**config.mk**
```make
export PLATFORM = sky130hd
export DESIGN_NAME = updn_dual_counter
export DESIGN_NICKNAME = d
export VERILOG_FILES = /design/src/rtl/udc_pkg.sv /design/src/rtl/udc_edge_sync.sv /design/src/rtl/udc_action_dec.sv /design/src/rtl/udc_count_reg.sv /design/src/rtl/udc_cascade.sv /design/src/rtl/updn_dual_counter.sv
export SDC_FILE = /design/constraint.sdc
export NUM_CORES = 1
export LEC_CHECK = 0
export BUFFER_PORTS_ARGS = -buffer_cell sky130_fd_sc_hd__buf_4
export CAP_MARGIN = 5
export CORE_AREA = 10 10 47 49
export DETAILED_ROUTE_END_ITERATION = 8
export DIE_AREA = 0 0 57 59
export PLACE_DENSITY = 0.76
export SYNTH_ARGS = -nofsm -noshare
export SYNTH_HDL_FRONTEND = slang
export SYNTH_SLANG_ARGS = --single-unit
```
**constraint.sdc**
```tcl
create_clock -name clk_i -period 5 [get_ports clk_i]
set_clock_uncertainty 0.2 [all_clocks]
set_input_delay 0.75 -clock clk_i [delete_from_list [all_inputs] [get_ports clk_i]]
set_output_delay 0.75 -clock clk_i [all_outputs]
set_load 0.005 [all_outputs]
```
**src/rtl/udc_pkg.sv**
```systemverilog
package udc_pkg;
  typedef enum logic [2:0] {
    ACT_HOLD  = 3'd0,
    ACT_INC   = 3'd1,
    ACT_DEC   = 3'd2,
    ACT_LOAD  = 3'd3,
    ACT_CLEAR = 3'd4
  } udc_action_e;
endpackage

```
**src/rtl/udc_edge_sync.sv**
```systemverilog
module udc_edge_sync #(
  parameter int STAGES = 2
) (
  input  logic clk_i,
  input  logic rst_ni,
  input  logic async_i,
  output logic level_o,
  output logic rise_o
);
  localparam int DEPTH = STAGES + 1;

  logic [DEPTH-1:0] pipe_q;

  always_ff @(posedge clk_i or negedge rst_ni) begin
    if (!rst_ni) pipe_q <= '1;
    else         pipe_q <= {pipe_q[DEPTH-2:0], async_i};
  end

  assign level_o = pipe_q[STAGES-1];
  assign rise_o  = pipe_q[STAGES-1] & ~pipe_q[STAGES];
endmodule

```
**src/rtl/udc_action_dec.sv**
```systemverilog
module udc_action_dec
  import udc_pkg::*;
(
  input  logic        clr_i,
  input  logic        load_ni,
  input  logic        up_rise_i,
  input  logic        dn_rise_i,
  input  logic        up_lvl_i,
  input  logic        dn_lvl_i,
  output udc_action_e act_o
);
  logic go_up, go_dn;

  assign go_up = up_rise_i & dn_lvl_i & ~dn_rise_i;
  assign go_dn = dn_rise_i & up_lvl_i & ~up_rise_i;

  always_comb begin
    if (clr_i)         act_o = ACT_CLEAR;
    else if (!load_ni) act_o = ACT_LOAD;
    else if (go_up)    act_o = ACT_INC;
    else if (go_dn)    act_o = ACT_DEC;
    else               act_o = ACT_HOLD;
  end
endmodule

```
**src/rtl/udc_count_reg.sv**
```systemverilog
module udc_count_reg
  import udc_pkg::*;
#(
  parameter int W = 4
) (
  input  logic        clk_i,
  input  logic        rst_ni,
  input  udc_action_e act_i,
  input  logic [W-1:0] din_i,
  output logic [W-1:0] q_o
);
  function automatic logic [W-1:0] next_count(input udc_action_e a,
                                              input logic [W-1:0] cur,
                                              input logic [W-1:0] d);
    case (a)
      ACT_CLEAR: return '0;
      ACT_LOAD:  return d;
      ACT_INC:   return cur + W'(1);
      ACT_DEC:   return cur - W'(1);
      default:   return cur;
    endcase
  endfunction

  logic [W-1:0] cnt_q;

  always_ff @(posedge clk_i or negedge rst_ni) begin
    if (!rst_ni) cnt_q <= '0;
    else         cnt_q <= next_count(act_i, cnt_q, din_i);
  end

  assign q_o = cnt_q;
endmodule

```
**src/rtl/udc_cascade.sv**
```systemverilog
module udc_cascade #(
  parameter int W = 4
) (
  input  logic [W-1:0] q_i,
  input  logic         up_lvl_i,
  input  logic         dn_lvl_i,
  output logic         carry_no,
  output logic         borrow_no
);
  localparam logic [W-1:0] TOP = '1;

  function automatic logic at_top(input logic [W-1:0] v);
    return v == TOP;
  endfunction

  function automatic logic at_zero(input logic [W-1:0] v);
    return v == '0;
  endfunction

  assign carry_no  = ~(at_top(q_i)  & ~up_lvl_i);
  assign borrow_no = ~(at_zero(q_i) & ~dn_lvl_i);
endmodule

```
**src/rtl/updn_dual_counter.sv**
```systemverilog
module updn_dual_counter
  import udc_pkg::*;
#(
  parameter int W           = 4,
  parameter int SYNC_STAGES = 2
) (
  input  logic         clk_i,
  input  logic         rst_ni,
  input  logic         up_i,
  input  logic         dn_i,
  input  logic         clr_i,
  input  logic         load_ni,
  input  logic [W-1:0] din_i,
  output logic [W-1:0] q_o,
  output logic         carry_no,
  output logic         borrow_no
);
  localparam int NCH = 2;

  logic [NCH-1:0] raw_in, lvl, rise;
  logic           up_lvl, dn_lvl, up_rise, dn_rise;
  udc_action_e    act;

  assign raw_in = {dn_i, up_i};

  for (genvar c = 0; c < NCH; c++) begin : g_chan
    udc_edge_sync #(.STAGES(SYNC_STAGES)) i_sync (
      .clk_i   (clk_i),
      .rst_ni  (rst_ni),
      .async_i (raw_in[c]),
      .level_o (lvl[c]),
      .rise_o  (rise[c])
    );
  end

  assign up_lvl  = lvl[0];
  assign dn_lvl  = lvl[1];
  assign up_rise = rise[0];
  assign dn_rise = rise[1];

  udc_action_dec i_dec (
    .clr_i     (clr_i),
    .load_ni   (load_ni),
    .up_rise_i (up_rise),
    .dn_rise_i (dn_rise),
    .up_lvl_i  (up_lvl),
    .dn_lvl_i  (dn_lvl),
    .act_o     (act)
  );

  udc_count_reg #(.W(W)) i_cnt (
    .clk_i  (clk_i),
    .rst_ni (rst_ni),
    .act_i  (act),
    .din_i  (din_i),
    .q_o    (q_o)
  );

  udc_cascade #(.W(W)) i_casc (
    .q_i       (q_o),
    .up_lvl_i  (up_lvl),
    .dn_lvl_i  (dn_lvl),
    .carry_no  (carry_no),
    .borrow_no (borrow_no)
  );
endmodule

```
After elaboration in Yosys (flattened, before gate mapping)
Cells that the tools add are included.
- flip-flop bits (word level): 10
- input port bits: 10
- word-level logic and storage cells: 33
- $add $sub $neg: 2
- equal/unequal tests: 5
- mux-type cells: 5
- bitwise operators: 16
- reductions and logical operators: 2
- operators by type and width (operator ; count):
    $pmux 4 s4 ; 1
    $mux 3 ; 3
    $and 1x1->1 ; 8
    $not 1->1 ; 8
    $eq 3x2->1 const B ; 2
    $add 4x1->4 const B ; 1
    $eq 4x4->1 const B ; 1
    $logic_not 4->1 ; 1
    $reduce_bool 4->1 ; 1
    $sub 4x1->4 const B ; 1
    $eq 3x1->1 const B ; 1
    $eq 3x3->1 const B ; 1
    $mux 2 ; 1

Logic depth before layout (Yosys ltp)
- word-level depth: 10
- depth in mapped cells: 8
- mapped depth without buffers: 7

Modules after synthesis
Synthesis repeated with hierarchy kept, for this count alone.
- cell total of the unflattened synthesis: 65
- area total of the unflattened synthesis: 639.4 um2
- by module, submodules not included (module ; times used ; cells an instance ; area an instance (um2)):
    udc_count_reg ; 1 ; 47 ; 396.6
    udc_edge_sync ; 2 ; 4 ; 92.6
    udc_action_dec ; 1 ; 5 ; 32.5
    udc_cascade ; 1 ; 5 ; 25.0

Worst setup path before layout
OpenSTA, ideal clock, no wires.
- path kind: input to register
- start point: input port load_ni
- end point: register i_cnt.cnt_q[3] (netlist: i_cnt.q_o[3])
- data arrival time: 2.165 ns
- required time: 4.680 ns
- path slack: 2.515 ns
- cell stages on the path: 8
- buffers on the path: 1
- cells stage by stage: buf_2 -> nand4b_1 -> nor2_1 -> ha_1 -> a21oi_1 -> a211oi_2 -> nor3_1 -> and3b_1
- cells in the longest elaborated chain, start to end: 4
- RTL lines (element ; RTL line ; source):
    from (decl) ; updn_dual_counter.sv:12 ; input logic load_ni,
    $mux 3 (*) ; udc_action_dec.sv:19 ; else if (!load_ni) act_o = ACT_LOAD;
    $mux 3 (*) ; udc_action_dec.sv:18 ; if (clr_i) act_o = ACT_CLEAR;
    $eq 3x2->1, or another cell as far along ; udc_count_reg.sv:15 ; case (a)
    $pmux 4 s4 or $reduce_bool 4->1 (tied branches) ; -- ;
    to (signal assigned) ; udc_count_reg.sv:28 ; else cnt_q <= next_count(act_i, cnt_q, din_i);
    to (decl) ; udc_count_reg.sv:24 ; logic [W-1:0] cnt_q;
Mark *: on every way between the ends. The rest lies on a longest branch, timed or not.
A chain may end at the register's enable or synchronous reset.

Worst setup path in the final report
- start point: input port clr_i
- end point: register i_cnt.cnt_q[3] (netlist: i_cnt.q_o[3])
- cells in the longest elaborated chain, start to end: 3
- RTL lines (element ; RTL line ; source):
    from (decl) ; updn_dual_counter.sv:11 ; input logic clr_i,
    $mux 3 (*) ; udc_action_dec.sv:18 ;
    $eq 3x2->1, or another cell as far along ; udc_count_reg.sv:15 ;
    $pmux 4 s4 or $reduce_bool 4->1 (tied branches) ; -- ;
Marked as above.

==> out/metrics.json <==
{
  "run_status": "finished clean",
  "cts.path.max_buffers": 2,
  "final.period_utilization_pct": 48.4,
  "wl_per_cell_um": 14.7,
  "via_count": 462,
  "synth-warning-count": 0,
  "yosysTopAreaCell": "sky130_fd_sc_hd__dfstp_2",
  "drt-vias-per-instance": 5.37,
  "tritoncts_clock_tree": "done",
  "clockRootBuffer": "sky130_fd_sc_hd__clkbuf_4",
  "netlist_area_sq_um": 551,
  "critical_path_class": "in2reg",
  "static-leakage-power_nw": 0.314,
  "place_congestion": 0.781,
  "cts_hold_buffers": 0,
  "critical_path.max_stage_delay_ns": 0.35,
  "clock_tree.htree_level_count": 1,
  "setup_viol": 0,
  "overflow": 0,
  "yosys-top-cells-area": "sky130_fd_sc_hd__dfstp_2 (29%), sky130_fd_sc_hd__dfrtp_1 (18%), sky130_fd_sc_hd__ha_1 (4.5%)",
  "timing.final.crit_period_ns": 2.42,
  "grt_first_pass_wirelength_mm": 2.19,
  "tritoncts.num_buffers": 3,
  "number_of_synthesized_flops_with_an_enable_pin": 0,
  "post_cts_resize_count": 0,
  "first_global_vias": 510,
  "maxCapViolCount": 0,
  "synthFlopType": "sky130_fd_sc_hd__dfstp_2",
  "final_net_count": 84,
  "synth_most_common_cell": "sky130_fd_sc_hd__dfstp_2",
  "antennaDiodeCount": 0,
  "drv_slew": 0,
  "power_density_mw_per_mm2": 270,
  "post-route-cell-area_sq_um": 714,
  "critical_path_capture_point_type": "flop",
  "detailed_place.area_sq_um": 678,
  "synthesis.instances": 52,
  "asyncSetResetFlopFracSynth_pct": 100,
  "port-buffer-count": 15,
  "initialDrtViolationCount": 11,
  "worst_ep_arrival_time_ns": 2.38,
  "worst-slew-pin-transition_ns": 0.308,
  "clock_sink_count": 10,
  "path_max_fanout": 8,
  "antenna_violations_before_repair": 0,
  "setup.worst_path.start_class": "primary input",
  "hold_viol_final": 0,
  "finalWirelength_mm": 1.27,
  "total_core_area_sq_mm": 0.00140,
  "timing.slew.headroom_pct": 79.4,
  "fp.dieH_um": 59,
  "cts.clk_slew.worst_paths_ns": 0.07,
  "vdd_ir_drop_max_v": 0.000166,
  "hold_class": "in2async",
  "clock_latency_reported_for_the_late_side_of_the_worst_skew_pair_ns": 0.26,
  "timing.setup.tns_ns": 0,
  "synth.top_cell.area_share_pct": 28.6,
  "detailedRoute.firstPassIterationCount": 4,
  "layout-drive-gt1-share_pct": 40.0,
  "worst_path_max_delay_cell": "sky130_fd_sc_hd__ha_1",
  "ys_seq_area_share_pct": 46.8,
  "dp_hpwl_um": 991,
  "initial_core_utilization_pct": 39.3,
  "synth.distinct_cells": 25,
  "worst_ep_required_time_ns": 4.96,
  "antenna_left": 0,
  "synth_cell_count_leaders": "sky130_fd_sc_hd__dfstp_2 (6), sky130_fd_sc_hd__dfrtp_1 (4), sky130_fd_sc_hd__nand3_1 (4), sky130_fd_sc_hd__nor2_1 (4), sky130_fd_sc_hd__nor2b_1 (4)",
  "area_growth_syn_to_layout_pct": 29.8,
  "grt_util_all_layers_pct": 8.27,
  "synthesis.area_per_instance_sq_um": 10.6,
  "path_delay_family": "simple AND/OR/NAND/NOR gates",
  "i_o_pin_count": 16,
  "fmax_ghz": 0.413,
  "critical_path.cell_chain": "buf_4, nand4b_1, nor2_1, ha_1, a21oi_1, a211oi_2, nor3_1, and3b_1",
  "horiz_die_dim_um": 57,
  "grt_start_max_net_pins": 12,
  "grt_setup_unrepaired": "false",
  "remaining_routing_drc_violations": 0,
  "ys_ff_latch": 10,
  "synthesis.nets": 65,
  "std_cell_rows": 14,
  "cts_post_setup_buffers_inserted": 0,
  "cp_num_buf_inv": 1,
  "fp.dieArea_sq_mm": 0.00336
}
==> kinds of logic after synthesis <==
group | count (synthesis) | synth area share [%]
and+or+nand+nor | 22 | 23.0
DFF | 10 | 46.8
xor gates and xnor gates | 2 | 3.18
buffers and inverters | 1 | 0.908
AOI/OAI and AO/OA | 14 | 18.0
adders and majority gates | 3 | 8.18
==> layout make-up <==
type / count / area [sq um]
clock buffer: 4 / 36.3
timing repair buffer: 15 / 113
tap: 16 / 20.0
fill: 139 / 687
sequential: 10 / 258
multi-input combinational: 41 / 288
==> layout by cell type, fill, tap and decap left out, types with 3 or more instances in the layout <==
cell type	synthesis	routed
sky130_fd_sc_hd__nor2_1	4	4
sky130_fd_sc_hd__clkbuf_4	0	3
sky130_fd_sc_hd__a21oi_1	3	3
sky130_fd_sc_hd__nor2b_1	4	4
sky130_fd_sc_hd__nand3_1	4	4
sky130_fd_sc_hd__dfrtp_1	4	4
sky130_fd_sc_hd__dfstp_2	6	6
sky130_fd_sc_hd__a31oi_1	3	3
sky130_fd_sc_hd__buf_4	0	15
sky130_fd_sc_hd__nand2_1	3	3
==> path summary, 6_finish.rpt <==
kind	startpoint	cells past startpoint	endpoint	slack, ns
max in group asynchronous	rst_ni	1	g_chan[1].i_sync.pipe_q[0]	4.27
min in group clk_i	g_chan[1].i_sync.pipe_q[0]	0	g_chan[1].i_sync.pipe_q[1]	0.16
min reg2reg	g_chan[1].i_sync.pipe_q[0]	0	g_chan[1].i_sync.pipe_q[1]	0.16
min	rst_ni	1	i_cnt.q_o[2]	0.1
max reg2reg	g_chan[0].i_sync.pipe_q[1]	7	i_cnt.q_o[3]	2.71
max	clr_i	8	i_cnt.q_o[3]	2.58
==> sequential cells by signal (all words and copies together) (netlist names) <==
signal and cells:
g_chan.i_sync.pipe_q 6, i_cnt.q_o 4
==> per-stage QoR <==
step | total power (W) | hold slack, ns | std cells | utilization [%] | worst slack [ns]
floorplan | 0.000106 | 0.145 | 52 | - | 2.51
global placement | 0.000120 | 0.146 | 82 | 48.4 | 2.38
detailed placement | 0.000121 | 0.147 | 82 | 48.4 | 2.31
CTS | 0.000195 | 0.0966 | 86 | 51.0 | 2.59
global route | 0.000202 | 0.0916 | 86 | 51.0 | 2.44
finish | 0.000193 | 0.0969 | 86 | 51.0 | 2.58
==> routing by layer <==
metal / track usage [%] / up-vias / wire (um)
met1: 9.08 / 213 / 584
met4: 5.03 / 0 / 27
met3: 2.58 / 5 / 39
met5: 0 / - / 0
met2: 13.6 / 14 / 616
li1: - / 230 / -
==> power by group <==
group	total [W]	internal [W]	switching (W)	leakage (nW)
Clock	0.0000733	0.0000442	0.0000290	0.0210
Sequential	0.0000929	0.0000872	0.00000567	0.117
Combinational	0.0000267	0.0000146	0.0000121	0.176
Total	0.000193	0.000146	0.0000468	0.314
Note: power is estimated with default switching activity, not from simulation.
